$ cat config.mk
export PLATFORM = sky130hd
export DESIGN_NAME = fieldlen_meter
export DESIGN_NICKNAME = d
export VERILOG_FILES = /design/src/rtl/fl_pkg.sv /design/src/rtl/fl_strobe_gen.sv /design/src/rtl/fl_vs_sampler.sv /design/src/rtl/fl_field_cnt.sv /design/src/rtl/fl_vwindow.sv /design/src/rtl/fieldlen_meter.sv
export SDC_FILE = /design/constraint.sdc
export NUM_CORES = 1
export LEC_CHECK = 0
export BUFFER_PORTS_ARGS = -buffer_cell sky130_fd_sc_hd__buf_4
export CORE_MARGIN = 4
export CORE_UTILIZATION = 40
export DETAILED_ROUTE_END_ITERATION = 8
export HOLD_SLACK_MARGIN = 0.03
export MAX_ROUTING_LAYER = met4
export SLEW_MARGIN = 0
export SYNTH_ARGS = -nofsm -noshare
export SYNTH_HDL_FRONTEND = slang
export SYNTH_HIERARCHICAL = 1
export SYNTH_SLANG_ARGS = --single-unit
$ cat constraint.sdc
create_clock -name clk -period 2.6 [get_ports clk]
set_input_delay 0.13 -clock clk [delete_from_list [all_inputs] [get_ports clk]]
set_output_delay 0.13 -clock clk [all_outputs]
set_load 0.005 [all_outputs]
$ cat src/rtl/fl_pkg.sv
package fl_pkg;
    typedef struct packed {
        logic tick;   // a strobe was seen this cycle
        logic rise;   // that strobe caught a new sync level of 1
        logic at_b;   // the strobe was strobe B
    } fl_sample_t;
endpackage

$ cat src/rtl/fl_strobe_gen.sv
module fl_strobe_gen #(
    parameter int POS_W = 8
) (
    input  logic             clk,
    input  logic             rst_n,
    input  logic             href,
    input  logic [POS_W-1:0] pos_a,
    input  logic [POS_W-1:0] pos_b,
    output logic             stb_a,
    output logic             stb_b
);
    localparam int HCNT_W = POS_W + 2;
    localparam logic [HCNT_W-1:0] HCNT_MAX = '1;

    typedef struct packed {
        logic              href;
        logic [HCNT_W-1:0] hcnt;
        logic              sa;
        logic              sb;
    } st_t;

    st_t  s_d, s_q;
    logic href_rise, moved, hit_a, hit_b;

    always_comb begin
        s_d       = s_q;
        s_d.href  = href;
        href_rise = href & ~s_q.href;
        moved     = 1'b1;
        if (href_rise) begin
            s_d.hcnt = '0;
        end else if (s_q.hcnt != HCNT_MAX) begin
            s_d.hcnt = s_q.hcnt + 1'b1;
        end else begin
            moved = 1'b0;
        end
        hit_a  = moved && (s_d.hcnt == {pos_a, 2'b00});
        hit_b  = moved && (s_d.hcnt == {pos_b, 2'b00}) && !hit_a;
        s_d.sa = hit_a;
        s_d.sb = hit_b;
    end

    always_ff @(posedge clk or negedge rst_n) begin
        if (!rst_n) s_q <= '0;
        else        s_q <= s_d;
    end

    assign stb_a = s_q.sa;
    assign stb_b = s_q.sb;

    // a strobe is a single-cycle event per position
    assert_strobe_single_R2: assert property (@(posedge clk) disable iff (!rst_n)
        s_q.sa |=> !s_q.sa) else $error("strobe A lasted two cycles");
    assert_strobe_exclusive_R2: assert property (@(posedge clk) disable iff (!rst_n)
        $onehot0({stb_a, stb_b})) else $error("both strobes at once");
endmodule

$ cat src/rtl/fl_vs_sampler.sv
module fl_vs_sampler
    import fl_pkg::*;
(
    input  logic       clk,
    input  logic       rst_n,
    input  logic       vs_async,
    input  logic       stb_a,
    input  logic       stb_b,
    input  logic       gen_mode,
    output fl_sample_t smp
);
    typedef struct packed {
        logic       s1;
        logic       s2;
        logic       level;
        fl_sample_t out;
    } st_t;

    st_t  s_d, s_q;
    logic stb;

    always_comb begin
        s_d      = s_q;
        s_d.s1   = vs_async;
        s_d.s2   = s_q.s1;
        stb      = stb_a | stb_b;
        s_d.out.tick = stb;
        s_d.out.at_b = stb_b;
        s_d.out.rise = stb && s_q.s2 && !s_q.level && !gen_mode;
        if (stb) s_d.level = s_q.s2;
    end

    always_ff @(posedge clk or negedge rst_n) begin
        if (!rst_n) s_q <= '0;
        else        s_q <= s_d;
    end

    assign smp = s_q.out;

    // an edge is only ever reported together with a strobe
    assert_rise_on_strobe_R2: assert property (@(posedge clk) disable iff (!rst_n)
        smp.rise |-> smp.tick) else $error("edge without strobe");
    // generator mode suppresses sync edges
    assert_gen_blocks_sync_R9: assert property (@(posedge clk) disable iff (!rst_n)
        $past(gen_mode) |-> !smp.rise) else $error("sync edge in generator mode");
endmodule

$ cat src/rtl/fl_field_cnt.sv
module fl_field_cnt
    import fl_pkg::*;
#(
    parameter int LEN_W = 10
) (
    input  logic             clk,
    input  logic             rst_n,
    input  fl_sample_t       smp,
    input  logic             gen_mode,
    input  logic [LEN_W-1:0] gen_len,
    output logic [LEN_W-1:0] result,
    output logic [LEN_W-1:0] cnt,
    output logic             fid,
    output logic             wrst,
    output logic             fstart
);
    localparam logic [LEN_W-1:0] CNT_MAX = '1;
    localparam logic [LEN_W-1:0] CNT_ONE = LEN_W'(1);

    typedef struct packed {
        logic [LEN_W-1:0] cnt;
        logic [LEN_W-1:0] res;
        logic             fid;
        logic             wrst;
        logic             fstart;
    } st_t;

    st_t  s_d, s_q;
    logic ev;

    always_comb begin
        s_d        = s_q;
        ev         = smp.tick && (gen_mode ? (s_q.cnt >= gen_len) : smp.rise);
        s_d.fstart = ev;
        if (smp.tick) begin
            if (ev) begin
                s_d.res  = s_q.cnt;
                s_d.cnt  = CNT_ONE;
                s_d.fid  = smp.at_b;
                s_d.wrst = 1'b1;
            end else begin
                s_d.cnt  = (s_q.cnt == CNT_MAX) ? CNT_MAX : s_q.cnt + 1'b1;
                s_d.wrst = 1'b0;
            end
        end
    end

    always_ff @(posedge clk or negedge rst_n) begin
        if (!rst_n) s_q <= '0;
        else        s_q <= s_d;
    end

    assign result = s_q.res;
    assign cnt    = s_q.cnt;
    assign fid    = s_q.fid;
    assign wrst   = s_q.wrst;
    assign fstart = s_q.fstart;

    // the count restarts at every field start
    assert_cnt_restart_R3: assert property (@(posedge clk) disable iff (!rst_n)
        fstart |-> (cnt == CNT_ONE)) else $error("count did not restart");
    // the stored length only changes at a field start
    assert_result_hold_R3: assert property (@(posedge clk) disable iff (!rst_n)
        !fstart |-> $stable(result)) else $error("length changed between fields");
    // a saturated count stays saturated until the next field start
    assert_cnt_saturates_R4: assert property (@(posedge clk) disable iff (!rst_n)
        (cnt == CNT_MAX && !ev) |=> (cnt == CNT_MAX)) else $error("count wrapped");
    // the reset pulse clears at the next strobe without a field start
    assert_wrst_clears_R6: assert property (@(posedge clk) disable iff (!rst_n)
        (smp.tick && !ev) |=> !wrst) else $error("reset pulse too long");
endmodule

$ cat src/rtl/fl_vwindow.sv
module fl_vwindow #(
    parameter int LINE_W = 9
) (
    input  logic              clk,
    input  logic              rst_n,
    input  logic [LINE_W-1:0] line,
    input  logic [LINE_W-1:0] start,
    input  logic [LINE_W-1:0] stop,
    output logic              vwe
);
    typedef struct packed {
        logic vwe;
    } st_t;

    st_t s_d, s_q;

    always_comb begin
        s_d     = s_q;
        s_d.vwe = (line >= start) && (line < stop);
    end

    always_ff @(posedge clk or negedge rst_n) begin
        if (!rst_n) s_q <= '0;
        else        s_q <= s_d;
    end

    assign vwe = s_q.vwe;

    // an open window implies the bounds were ordered on the previous cycle
    assert_window_order_R7: assert property (@(posedge clk) disable iff (!rst_n)
        vwe |-> ($past(start) < $past(stop))) else $error("window open with start >= stop");
endmodule

$ cat src/rtl/fieldlen_meter.sv
module fieldlen_meter
    import fl_pkg::*;
#(
    parameter int LEN_W = 10,
    parameter int POS_W = 8
) (
    input  logic             clk,
    input  logic             rst_n,
    input  logic             href,
    input  logic             vsync_in,
    input  logic [POS_W-1:0] smp_pos_a,
    input  logic [POS_W-1:0] smp_pos_b,
    input  logic [LEN_W-2:0] vwin_start,
    input  logic [LEN_W-2:0] vwin_stop,
    input  logic             gen_mode,
    input  logic [LEN_W-1:0] gen_len,
    output logic [7:0]       len_lo,
    output logic [LEN_W-9:0] len_hi,
    output logic             field_id,
    output logic             wr_rst,
    output logic             vwin_en
);
    localparam int LINE_W = LEN_W - 1;

    logic             stb_a, stb_b;
    fl_sample_t       smp;
    logic [LEN_W-1:0] result, cnt;
    logic             fstart;

    fl_strobe_gen #(.POS_W(POS_W)) u_strobe (
        .clk(clk), .rst_n(rst_n), .href(href),
        .pos_a(smp_pos_a), .pos_b(smp_pos_b),
        .stb_a(stb_a), .stb_b(stb_b)
    );

    fl_vs_sampler u_sampler (
        .clk(clk), .rst_n(rst_n), .vs_async(vsync_in),
        .stb_a(stb_a), .stb_b(stb_b), .gen_mode(gen_mode), .smp(smp)
    );

    fl_field_cnt #(.LEN_W(LEN_W)) u_count (
        .clk(clk), .rst_n(rst_n), .smp(smp),
        .gen_mode(gen_mode), .gen_len(gen_len),
        .result(result), .cnt(cnt), .fid(field_id),
        .wrst(wr_rst), .fstart(fstart)
    );

    fl_vwindow #(.LINE_W(LINE_W)) u_window (
        .clk(clk), .rst_n(rst_n), .line(cnt[LEN_W-1:1]),
        .start(vwin_start), .stop(vwin_stop), .vwe(vwin_en)
    );

    assign len_lo = result[7:0];
    assign len_hi = result[LEN_W-1:8];

    // a new field shuts the window one clock after the count restarts
    assert_field_cuts_window_R8: assert property (@(posedge clk) disable iff (!rst_n)
        (fstart && vwin_start != '0) |=> !vwin_en) else $error("window survived field start");
    // the reset pulse only rises together with a field start
    assert_wrst_from_field_R6: assert property (@(posedge clk) disable iff (!rst_n)
        $rose(wr_rst) |-> fstart) else $error("reset pulse without field start");
endmodule

## Word-level counts from Yosys, hierarchy flattened

Index checks and enable logic that the tools add are counted.

| cells by class | value |
|---|---|
| $lt $le $gt $ge | 3 |
| muxes and demuxes | 8 |
| eq/ne operators | 4 |
| reduce and logical (&&, ||, !) cells | 12 |
| bitwise logic cells | 3 |
| add/sub/neg operators | 2 |

Operators by type and width:

| operator | count |
|---|---|
| 10-bit two-way mux | 4 |
| 10-bit by 1-bit adder with 10-bit output (second input constant) | 2 |
| 10-bit == test | 2 |
| 10-bit == test (second input constant) | 1 |
| 10-bit >= comparator | 1 |
| 10-bit != test (second input constant) | 1 |
| 9-bit >= comparator | 1 |
| 9-bit less-than comparator | 1 |
| 1-bit logical AND | 8 |
| 1-bit two-way mux | 4 |
| 1-bit zero test | 3 |
| 2-bit AND reduction | 1 |
| 1-bit bitwise AND | 1 |
| 1-bit inverter | 1 |
| 1-bit OR | 1 |

| word-level totals | value |
|---|---|
| register bits | 42 |

## Depth between registers and ports, before layout

Gate-level depths: netlist of the first run.

| logic depth | value |
|---|---|
| word-level depth | 7 |
| gate-level depth with buffers | 9 |

## Modules after synthesis

Netlist of the first run, hierarchy kept.

Modules (own cells, without submodules):

| module | sequential area each (um^2) | area an instance (um^2) | cells each | instances |
|---|---|---|---|---|
| fl_field_cnt | 575.6 | 1263.7 | 122 | 1 |
| fl_strobe_gen | 325.3 | 1049.8 | 120 | 1 |
| fl_vwindow | 25.0 | 469.2 | 58 | 1 |
| fl_vs_sampler | 150.1 | 206.4 | 13 | 1 |

## Worst setup path after synthesis of the first run

No wires, ideal clock.

| path | value |
|---|---|
| path kind | register to register |
| start | register u_strobe/s_q[2] (netlist name) |
| end | register u_strobe.s_q (netlist bit u_strobe/stb_b) |
| data arrival time | 2077 ps |
| path buffers | 1 |
| period minus slack after synthesis | 2209 ps |
| setup slack | 391 ps |
| stages on the path, launching flop included | 10 |
| setup time | 132 ps |
| cell sequence | dfrtp_1 > ha_1 > and3_1 > buf_2 > a311oi_2 > o32ai_1 > nor4_1 > nand3_1 > nor4_2 > nor4_1 |

| between the ends | value |
|---|---|
| longest elaborated chain between the ends | 7 |
| elaborated cells on any way between the ends | 12 |
| those cells by class | add/sub (1); eq/ne (3); mux (4); reduce/logical (4) |

Ends and longest elaborated chain:

| what | line | text |
|---|---|---|
| from (decl) | fl_strobe_gen.sv:22 | `st_t s_d, s_q;` |
| from (signal assigned) | fl_strobe_gen.sv:44 | `if (!rst_n) s_q <= '0;` |
| from (signal assigned) | fl_strobe_gen.sv:45 | `else s_q <= s_d;` |
| 10-bit by 1-bit adder with 10-bit output or 10-bit != test (tied branches) | fl_strobe_gen.sv:33, fl_strobe_gen.sv:32 |  |
| 10-bit two-way mux | fl_strobe_gen.sv:32 | `end else if (s_q.hcnt != HCNT_MAX) begin` |
| 10-bit two-way mux | fl_strobe_gen.sv:30 | `if (href_rise) begin` |
| 10-bit == test | fl_strobe_gen.sv:37 | `hit_a = moved && (s_d.hcnt == {pos_a, 2'b00});` |
| 1-bit logical AND (*) | fl_strobe_gen.sv:37 |  |
| named net u_strobe.hit_a | fl_strobe_gen.sv:23 | `logic href_rise, moved, hit_a, hit_b;` |
| 1-bit zero test (*) | fl_strobe_gen.sv:38 | `hit_b = moved && (s_d.hcnt == {pos_b, 2'b00}) && !hit_a;` |
| 1-bit logical AND (*) | fl_strobe_gen.sv:38 |  |
| named net u_strobe.hit_b | fl_strobe_gen.sv:23 |  |

The timed path passes the listed nets; every way through them passes the cells marked *.
A chain may end at the register's enable or synchronous reset.

## Worst setup path after layout of the first run

| path | value |
|---|---|
| start | register u_strobe/s_q[3] (netlist name) |
| end | register u_strobe.s_q (netlist bit u_strobe/stb_b) |

Same word-level chain as after synthesis.

==> qor.csv, run 1 <==
metric;value;unit
status;finished, final reports clean;
GRT Total Usage;0.165;
width of the die;94.1;um
vias;2557;
total core area;7210;um^2
reg-to-reg critical path startpoint;u_strobe/s_q[3];
first-pass GRT wire length;11300;um
Pins Over Slew Limit;0;
WP buf/inv;0;
1st-pass router iterations;4;
CP Capture Type;register;
Setup Skew;0.00984;ns
Final Non-Filler Cells;484;
Pwr per Cell Area;611;nW/um^2
setup violators final;0;
Final Hold Fails;0;
Design Power;2.25;mW
Max stage delay cell, worst path;dfrtp_1;
max incr delay on CP;0.42;ns
clock slew at reported path FFs;0.08;ns
Root Buffer;clkbuf_8;
Die Footprint;8850;um^2
routability cong.;0.898;
Crit path depth;8;
latest clock arrival within the worst-skew pair;0.30;ns
Worst Tran Pin Value;0.538;ns
TritonCTS Buffers;5;
final worst-path cycle share;0.925;
crit path from;u_strobe/s_q[3];
Remaining DRCs;0;
Place WS;0.179;ns
final instance area;3680;um^2
synth warn;6;
crit path DAT;2.58;ns
Syn Nets;390;
Syn Area/Cell;9.50;um^2
CP endpoint;u_strobe/stb_b;
maximum number of pins on one net before global-route repair;43;
Antenna Cells;0;
Initial Util;0.411;
Die Height;94.1;um
boundary pin count;62;
Fmax;416;MHz
post-route minimum period;2.41;ns
Final Util;0.510;
# clock sinks;42;
leakage;1.82;nW
layout cells sized above 1;0.291;
Filler Cell Count;711;
setup_tns;0;ns
WS Path Type;reg -> reg;
placed insts;472;
Req. time, crit path;2.77;ns
nets;462;
Area Overhead vs Synth;24.1;%
vias in the first global route;2470;
CP delay by family, top;simple AND/OR/NAND/NOR gates;
Mapped Cells;312;
crit-path max FO;7;
Final HPWL DP;5290;um
cell mode on critical path;nor4_1;
Worst R2R Path Depth;8;
Mapped Area;2960;um^2
Placed Area;3550;um^2
routed len/inst;14.0;um
crit path cell chain;ha_2 -> nand3_2 -> nor3_4 -> o32ai_1 -> nor4_1 -> nand3_1 -> nor4_2 -> nor4_1;
Port-buffer cells;61;
site row count;31;
gr ovfl total;0;
initial antenna violation count;0;
max-cap violation count;0;
CTS tree;done;
startpoint types;register;
post-DR vias/cell;5.28;
Hold Slack;0.122;ns
CTS Buffer Depth;2;
RR Endpoint;u_strobe/stb_b;
drt total wl;6780;um
worst vdd ir;0.000315;V
worst hold stages;3;
max_slew headroom;0.641;
setup ws final;0.194;ns
Min-Delay Path Class;in -> reg;
Post-CTS Setup Inserts;0;
Routed Antenna Nets;0;
setup slack, reg-to-reg;0.19;ns
CTS H-tree depth;2;
RSZ-0062 raised after global routing;false;
DRT iter0 DRCs;113;
[worst min path at each step]
stage / start / endpoint
CTS: smp_pos_b[6] / u_strobe/stb_b
floorplan: rst_n / u_count/cnt[0]
finish: smp_pos_b[6] / u_strobe/stb_b
global placement: rst_n / u_window/vwe
detailed placement: rst_n / u_count/result[8]
global route: smp_pos_b[6] / u_strobe/stb_b
[flip-flops by register name, summed over array words and instances, names as in the netlist]
signal and flops:
u_count/cnt 10, u_sampler/s_q 2, u_count/fid 1, u_strobe/stb_a 1, u_count/wrst 1, u_strobe/stb_b 1
u_count/result 10, u_window/vwe 1, u_sampler/smp 3, u_sampler/s_d 1, u_strobe/s_q 11
[routing by layer]
metal	up-vias	routed length, um	share of wire	track usage
met4	0	89	0.013	0.0554
met3	6	342	0.050	0.0288
met1	1225	3100	0.46	0.206
li1	1264	-	-	-
met5	-	0	0	-
met2	62	3250	0.48	0.271
[cell usage in the layout (no fill, tap or decap), drive strengths merged, types with 2 or more instances in the layout]
cell and instances:
a2111oi 2, a211o 2, a211oi 4, a21oi 16, a311oi 3, a31oi 8
and3 7, and4 4, buf 75, clkbuf 6, clkinv 2, dfrtp 42
dlygate4sd3 4, ha 29, inv 36, mux2 13, mux2i 6, nand2 12
nand2b 4, nand3 13, nand4 5, nor2 24, nor3 12, nor3b 2
nor4 4, o21a 2, o21ai 16, o22ai 3, or2 2, xnor2 5
xor2 7
[area by class of cell]
type / count / area, um^2 / area share
tap: 99 / 124 / 0.0337
clock buffer: 6 / 72.6 / 0.0197
inverter: 36 / 135 / 0.0367
multi-input combinational: 220 / 1680 / 0.456
clock inverter: 2 / 13.8 / 0.00374
timing repair buffer: 79 / 603 / 0.164
sequential: 42 / 1050 / 0.286
[tightest hold or removal path: stages]
cell	delay, ns
buf_4	0.08
xor2_1	0.12
nor4_1	0.05
[where the power goes]
group | switching (mW) | internal, mW
logic | 0.462 | 0.470
registers | 0.126 | 0.770
clock network | 0.231 | 0.190
[what timing repair did]
item / in CTS / in global routing
endpoints found under the hold margin: 45 / 0
endpoints found under the setup margin: 0 / 1
resized for setup: 0 / 1
hold buffers: 4 / 0
No activity file was read; power rests on OpenSTA's default activity.
==> run 2, diff against run 1 <==
- ABC_AREA: unset -> 1
==> qor.csv, run 2 <==
metric;value;unit;change
initial antenna violation count;0;;unchanged
Worst Tran Pin Value;0.539;ns;was 0.538 ns
Crit path depth;7;;was 8
Fmax;496;MHz;was 416 MHz
status;finished, final reports clean;;unchanged
Pwr per Cell Area;748;nW/um^2;was 611 nW/um^2
Root Buffer;clkbuf_8;;unchanged
Initial Util;0.415;;was 0.411
most common cell after layout, fill and taps aside;nand2_1;;was buf_4
Port-buffer cells;61;;unchanged
Antenna Cells;0;;unchanged
synth warn;6;;unchanged
Final Hold Fails;0;;unchanged
Area Overhead vs Synth;19.3;%;was 24.1%
site row count;32;;was 31
maximum number of pins on one net before global-route repair;43;;unchanged
Pins Over Slew Limit;0;;unchanged
WS Path Type;reg -> reg;;unchanged
setup ws final;0.582;ns;was 0.194 ns
Final Non-Filler Cells;630;;was 484
first-pass GRT wire length;12700;um;was 11,300 um
GRT Total Usage;0.164;;was 0.165
crit path cell chain;ha_1 -> nand2_1 -> nor2_1 -> nand3_1 -> nand3_1 -> nand2_2 -> o21ai_0;;was ha_2 -> nand3_2 -> nor3_4 -> o32ai_1 -> nor4_1 -> nand3_1 -> nor4_2 -> nor4_1
Largest Register;u_strobe/s_q;;unchanged
worst hold stages;3;;unchanged
most frequent cells in the layout;nand2_1 (167), inv_1 (87), buf_4 (61), dfrtp_1 (42), nand3_1 (41);;was buf_4 (75), dfrtp_1 (42), inv_1 (35), ha_1 (28), nor2_1 (23)
Routed Antenna Nets;0;;unchanged
Req. time, crit path;2.81;ns;was 2.77 ns
nets;605;;was 462
RSZ-0062 raised after global routing;false;;unchanged
routed len/inst;11.4;um;was 14.0 um
TritonCTS Buffers;5;;unchanged
boundary pin count;62;;unchanged
drt total wl;7210;um;was 6780 um
Die Height;97.7;um;was 94.1 um
CTS H-tree depth;2;;unchanged
Worst R2R Path Depth;7;;was 8
final instance area;3840;um^2;was 3680 um^2
register area;1050;um^2;unchanged
# clock sinks;42;;unchanged
Placed Area;3720;um^2;was 3550 um^2
max incr delay on CP;0.52;ns;was 0.42 ns
startpoint types;register;;unchanged
crit path DAT;2.22;ns;was 2.58 ns
leakage;2.30;nW;was 1.82 nW
PostCTS Resize Cnt;0;;unchanged
setup_tns;0;ns;unchanged
Hold Slack;0.123;ns;was 0.122 ns
Syn Nets;544;;was 390
Mapped Area;3220;um^2;was 2960 um^2
CP Capture Type;register;;unchanged
Mapped Cells;466;;was 312
CTS Buffer Depth;2;;unchanged
Setup Skew;0.00347;ns;was 0.00984 ns
Max stage delay cell, worst path;dfrtp_1;;unchanged
routability cong.;0.915;;was 0.898
vias in the first global route;2859;;was 2,470
1st-pass router iterations;6;;was 4
max_slew headroom;0.641;;about the same
multi-input logic area;1750;um^2;was 1680 um^2
max-cap violation count;0;;unchanged
post-route minimum period;2.02;ns;was 2.41 ns
crit-path max FO;30;;was 7
gr ovfl total;0;;unchanged
total core area;7770;um^2;was 7210 um^2
vias;2893;;was 2,557
DRT iter0 DRCs;120;;was 113
Final Util;0.495;;was 0.510
placed insts;619;;was 472
final worst-path cycle share;0.776;;was 0.925
Min-Delay Path Class;in -> reg;;unchanged
layout cells sized above 1;0.178;;was 0.291
setup violators final;0;;unchanged
post-DR vias/cell;4.59;;was 5.28
WP buf/inv;0;;unchanged
clock slew at reported path FFs;0.09;ns;was 0.08 ns
Filler Cell Count;782;;was 711
Syn Area/Cell;6.91;um^2;was 9.50 um^2
CP delay by family, top;simple AND/OR/NAND/NOR gates;;unchanged
max FFs per register;11;;unchanged
Post-CTS Setup Inserts;0;;unchanged
Die Footprint;9550;um^2;was 8850 um^2
Final HPWL DP;5630;um;was 5290 um
Design Power;2.88;mW;was 2.25 mW
Place WS;0.598;ns;was 0.179 ns
worst vdd ir;0.000305;V;was 0.000315 V
width of the die;97.7;um;was 94.1 um
cell mode on critical path;nand3_1;;was nor4_1
CTS tree;done;;unchanged
Remaining DRCs;0;;unchanged
latest clock arrival within the worst-skew pair;0.30;ns;about the same
[run 2: changes by cell type in the layout (fill, tap and decap cells not counted), moves of 8 or more]
| cell | delta |
|---|---|
| nand2_1 | +155 |
| nand3_1 | +30 |
| mux2_2 | -12 |
| inv_1 | +52 |
| a31oi_1 | -8 |
| nor3_1 | -9 |
| buf_4 | -14 |
[run 2: area by class of cell]
cell class                      instances  area share
Multi-Input combinational cell        324       0.454
Clock buffer                            5      0.0179
Tap cell                              102      0.0332
Inverter                               90      0.0879
Sequential cell                        42       0.273
Timing Repair Buffer                   64       0.127
Clock inverter                          3     0.00651
[run 2: path summary, 6_finish.rpt]
path | startpoint | endpoint | slack [ns]
max | u_count/cnt[9] | u_count/result[5] | 0.58
min | gen_mode | u_sampler/smp[1] | 0.12
max reg2reg | u_count/cnt[9] | u_count/result[5] | 0.58
min reg2reg | u_sampler/s_d[4] | u_sampler/s_q[4] | 0.36
max in group asynchronous | rst_n | u_count/result[9] | 1.88
min in group asynchronous | rst_n | u_sampler/s_d[4] | 0.35
[run 2: worst min-delay path, cell delays in order]
cell and delay (ns):
buf_4 0.11, or2_0 0.11, nor2_1 0.05
[run 2: report_power, final]
group / leakage [nW] / internal [mW] / switching, mW / total (mW)
clock network: 0.0447 / 0.194 / 0.250 / 0.444
logic: 1.74 / 0.612 / 0.835 / 1.45
registers: 0.516 / 0.781 / 0.206 / 0.987
[run 2: what timing repair did]
| action | in CTS | in global routing |
|---|---|---|
| hold buffers | 3 | 0 |
| endpoints found under the hold margin | 44 | 0 |
| setup endpoints to repair | 0 | 0 |
[run 2: metal layers]
metal	GRT usage	part of all wire	vias up
met3	0.0364	0.048	7
met4	0.0618	0.016	0
li1	-	-	1545
met1	0.194	0.45	1278
met5	-	0	-
met2	0.275	0.49	63
==> run 3, diff against run 2 <==
- clock period: 2.6 -> 1.95 ns (I/O delays scaled with it)
==> qor.csv, run 3 (synthesis gave the netlist of run 2 again) <==
metric;value;unit;change
status;finished, final reports clean;;unchanged
Pins Over Slew Limit;0;;unchanged
Largest Register;u_strobe/s_q;;unchanged
nets;622;;was 605
gr ovfl total;0;;unchanged
Area Overhead vs Synth;23.6;%;was 19.3%
DRT iter0 DRCs;75;;was 120
hold_sp;gen_mode;;unchanged
1st-pass router iterations;5;;was 6
CTS tree;done;;unchanged
vias in the first global route;2855;;was 2,859
Fmax;551;MHz;was 496 MHz
Placed Area;3820;um^2;was 3720 um^2
Remaining DRCs;0;;unchanged
clock slew at reported path FFs;0.08;ns;was 0.09 ns
most common cell after layout, fill and taps aside;nand2_1;;unchanged
Min-Delay Path Class;in -> reg;;unchanged
maximum number of pins on one net before global-route repair;43;;unchanged
vias;2929;;was 2,893
initial antenna violation count;0;;unchanged
Port-buffer cells;61;;unchanged
setup violators final;0;;unchanged
Design Power;3.92;mW;was 2.88 mW
CTS Buffer Depth;2;;unchanged
CTS H-tree depth;2;;unchanged
final worst-path cycle share;0.930;;was 0.776
Setup Skew;0.0115;ns;was 0.00347 ns
Worst Tran Pin Value;0.549;ns;was 0.539 ns
Final Hold Fails;0;;unchanged
leakage;2.38;nW;was 2.30 nW
Antenna Cells;0;;unchanged
TritonCTS Buffers;5;;unchanged
setup ws final;0.136;ns;was 0.582 ns
Routed Antenna Nets;0;;unchanged
total core area;7770;um^2;unchanged
latest clock arrival within the worst-skew pair;0.30;ns;about the same
first-pass GRT wire length;12600;um;was 12,700 um
drt total wl;7440;um;was 7210 um
crit path from;u_strobe/s_q[3];;was u_count/cnt[9]
GRT Total Usage;0.164;;about the same
Die Height;97.7;um;unchanged
Hold Slack;0.0937;ns;was 0.123 ns
Die Footprint;9550;um^2;unchanged
WS Path Type;reg -> reg;;unchanged
post-route minimum period;1.81;ns;was 2.02 ns
routability cong.;0.790;;was 0.915
Root Buffer;clkbuf_8;;unchanged
reg-to-reg critical path startpoint;u_strobe/s_q[3];;was u_count/cnt[9]
worst vdd ir;0.000381;V;was 0.000305 V
width of the die;97.7;um;unchanged
site row count;32;;unchanged
most frequent cells in the layout;nand2_1 (167), inv_1 (87), buf_4 (77), dfrtp_1 (42), nand3_1 (41);;was nand2_1 (167), inv_1 (87), buf_4 (61), dfrtp_1 (42), nand3_1 (41)
Initial Util;0.415;;unchanged
max_slew headroom;0.634;;was 0.641
routed len/inst;11.5;um;was 11.4 um
Place WS;0.0509;ns;was 0.598 ns
post-DR vias/cell;4.53;;was 4.59
max-cap violation count;0;;unchanged
boundary pin count;62;;unchanged
max FFs per register;11;;unchanged
# clock sinks;42;;unchanged
CP Capture Type;register;;unchanged
Req. time, crit path;2.14;ns;was 2.81 ns
startpoint types;register;;unchanged
Pwr per Cell Area;984;nW/um^2;was 748 nW/um^2
layout cells sized above 1;0.204;;was 0.178
final instance area;3980;um^2;was 3840 um^2
Final HPWL DP;5890;um;was 5630 um
crit-path max FO;9;;was 30
crit path DAT;2.01;ns;was 2.22 ns
run 3: repair_timing:
action / CTS / global route
buffers inserted: 0 / 5
setup endpoints to repair: 0 / 2
hold buffers: 3 / 0
endpoints found under the hold margin: 44 / 0
resized for setup: 0 / 2
run 3: path summary, 6_finish.rpt:
check / slack, ns / cells past startpoint / end
hold / removal: 0.09 / 3 / u_sampler/smp[1]
setup / recovery: 0.14 / 12 / u_strobe/stb_b
hold reg to reg: 0.36 / 0 / u_sampler/s_q[4]
max in group asynchronous: 1.25 / 2 / u_window/vwe
min in group asynchronous: 0.33 / 2 / u_count/wrst
setup reg to reg: 0.14 / 12 / u_strobe/stb_b
run 3: power breakdown:
| group | switching, mW | internal [mW] |
|---|---|---|
| Sequential | 0.134 | 1.04 |
| Clock | 0.316 | 0.253 |
| Combinational | 1.25 | 0.923 |
| Total | 1.70 | 2.22 |
run 3: through the flow:
stage / utilization / instances / setup TNS [ns]
after floorplan: - / 466 / 0
after CTS: 0.507 / 642 / 0
after detailed placement: 0.492 / 631 / 0
final: 0.513 / 647 / 0
after global routing: 0.513 / 647 / -0.00410
after global placement: 0.492 / 631 / 0
run 3: critical path, cell delays in order (launching register included):
cell     delay (ns)
dfrtp_1        0.38
ha_2           0.20
nand2_2        0.11
nor2_4         0.16
nand3_4        0.13
nand3_1        0.11
nand2_1        0.11
nand2_1        0.09
nand2_1        0.05
nor2_1         0.13
nand2_1        0.08
nor2_2         0.12
nor2_1         0.05
run 3: final cells by class:
cell class                 instances  area (um^2)
clock inverter                     2         13.8
fill                             787         3780
clock buffer                       6         72.6
sequential                        42         1050
inverter                          90          338
multi-input combinational        324         1750
timing repair buffer              81          628
tap                              102          128
run 3: routing by layer:
| metal | up-vias | track usage | share of wire | wire length, um |
|---|---|---|---|---|
| li1 | 1578 | - | - | - |
| met1 | 1282 | 0.198 | 0.45 | 3310 |
| met2 | 61 | 0.285 | 0.50 | 3710 |
| met3 | 8 | 0.0236 | 0.042 | 311 |
| met4 | 0 | 0.0490 | 0.014 | 106 |
| met5 | - | - | 0 | 0 |
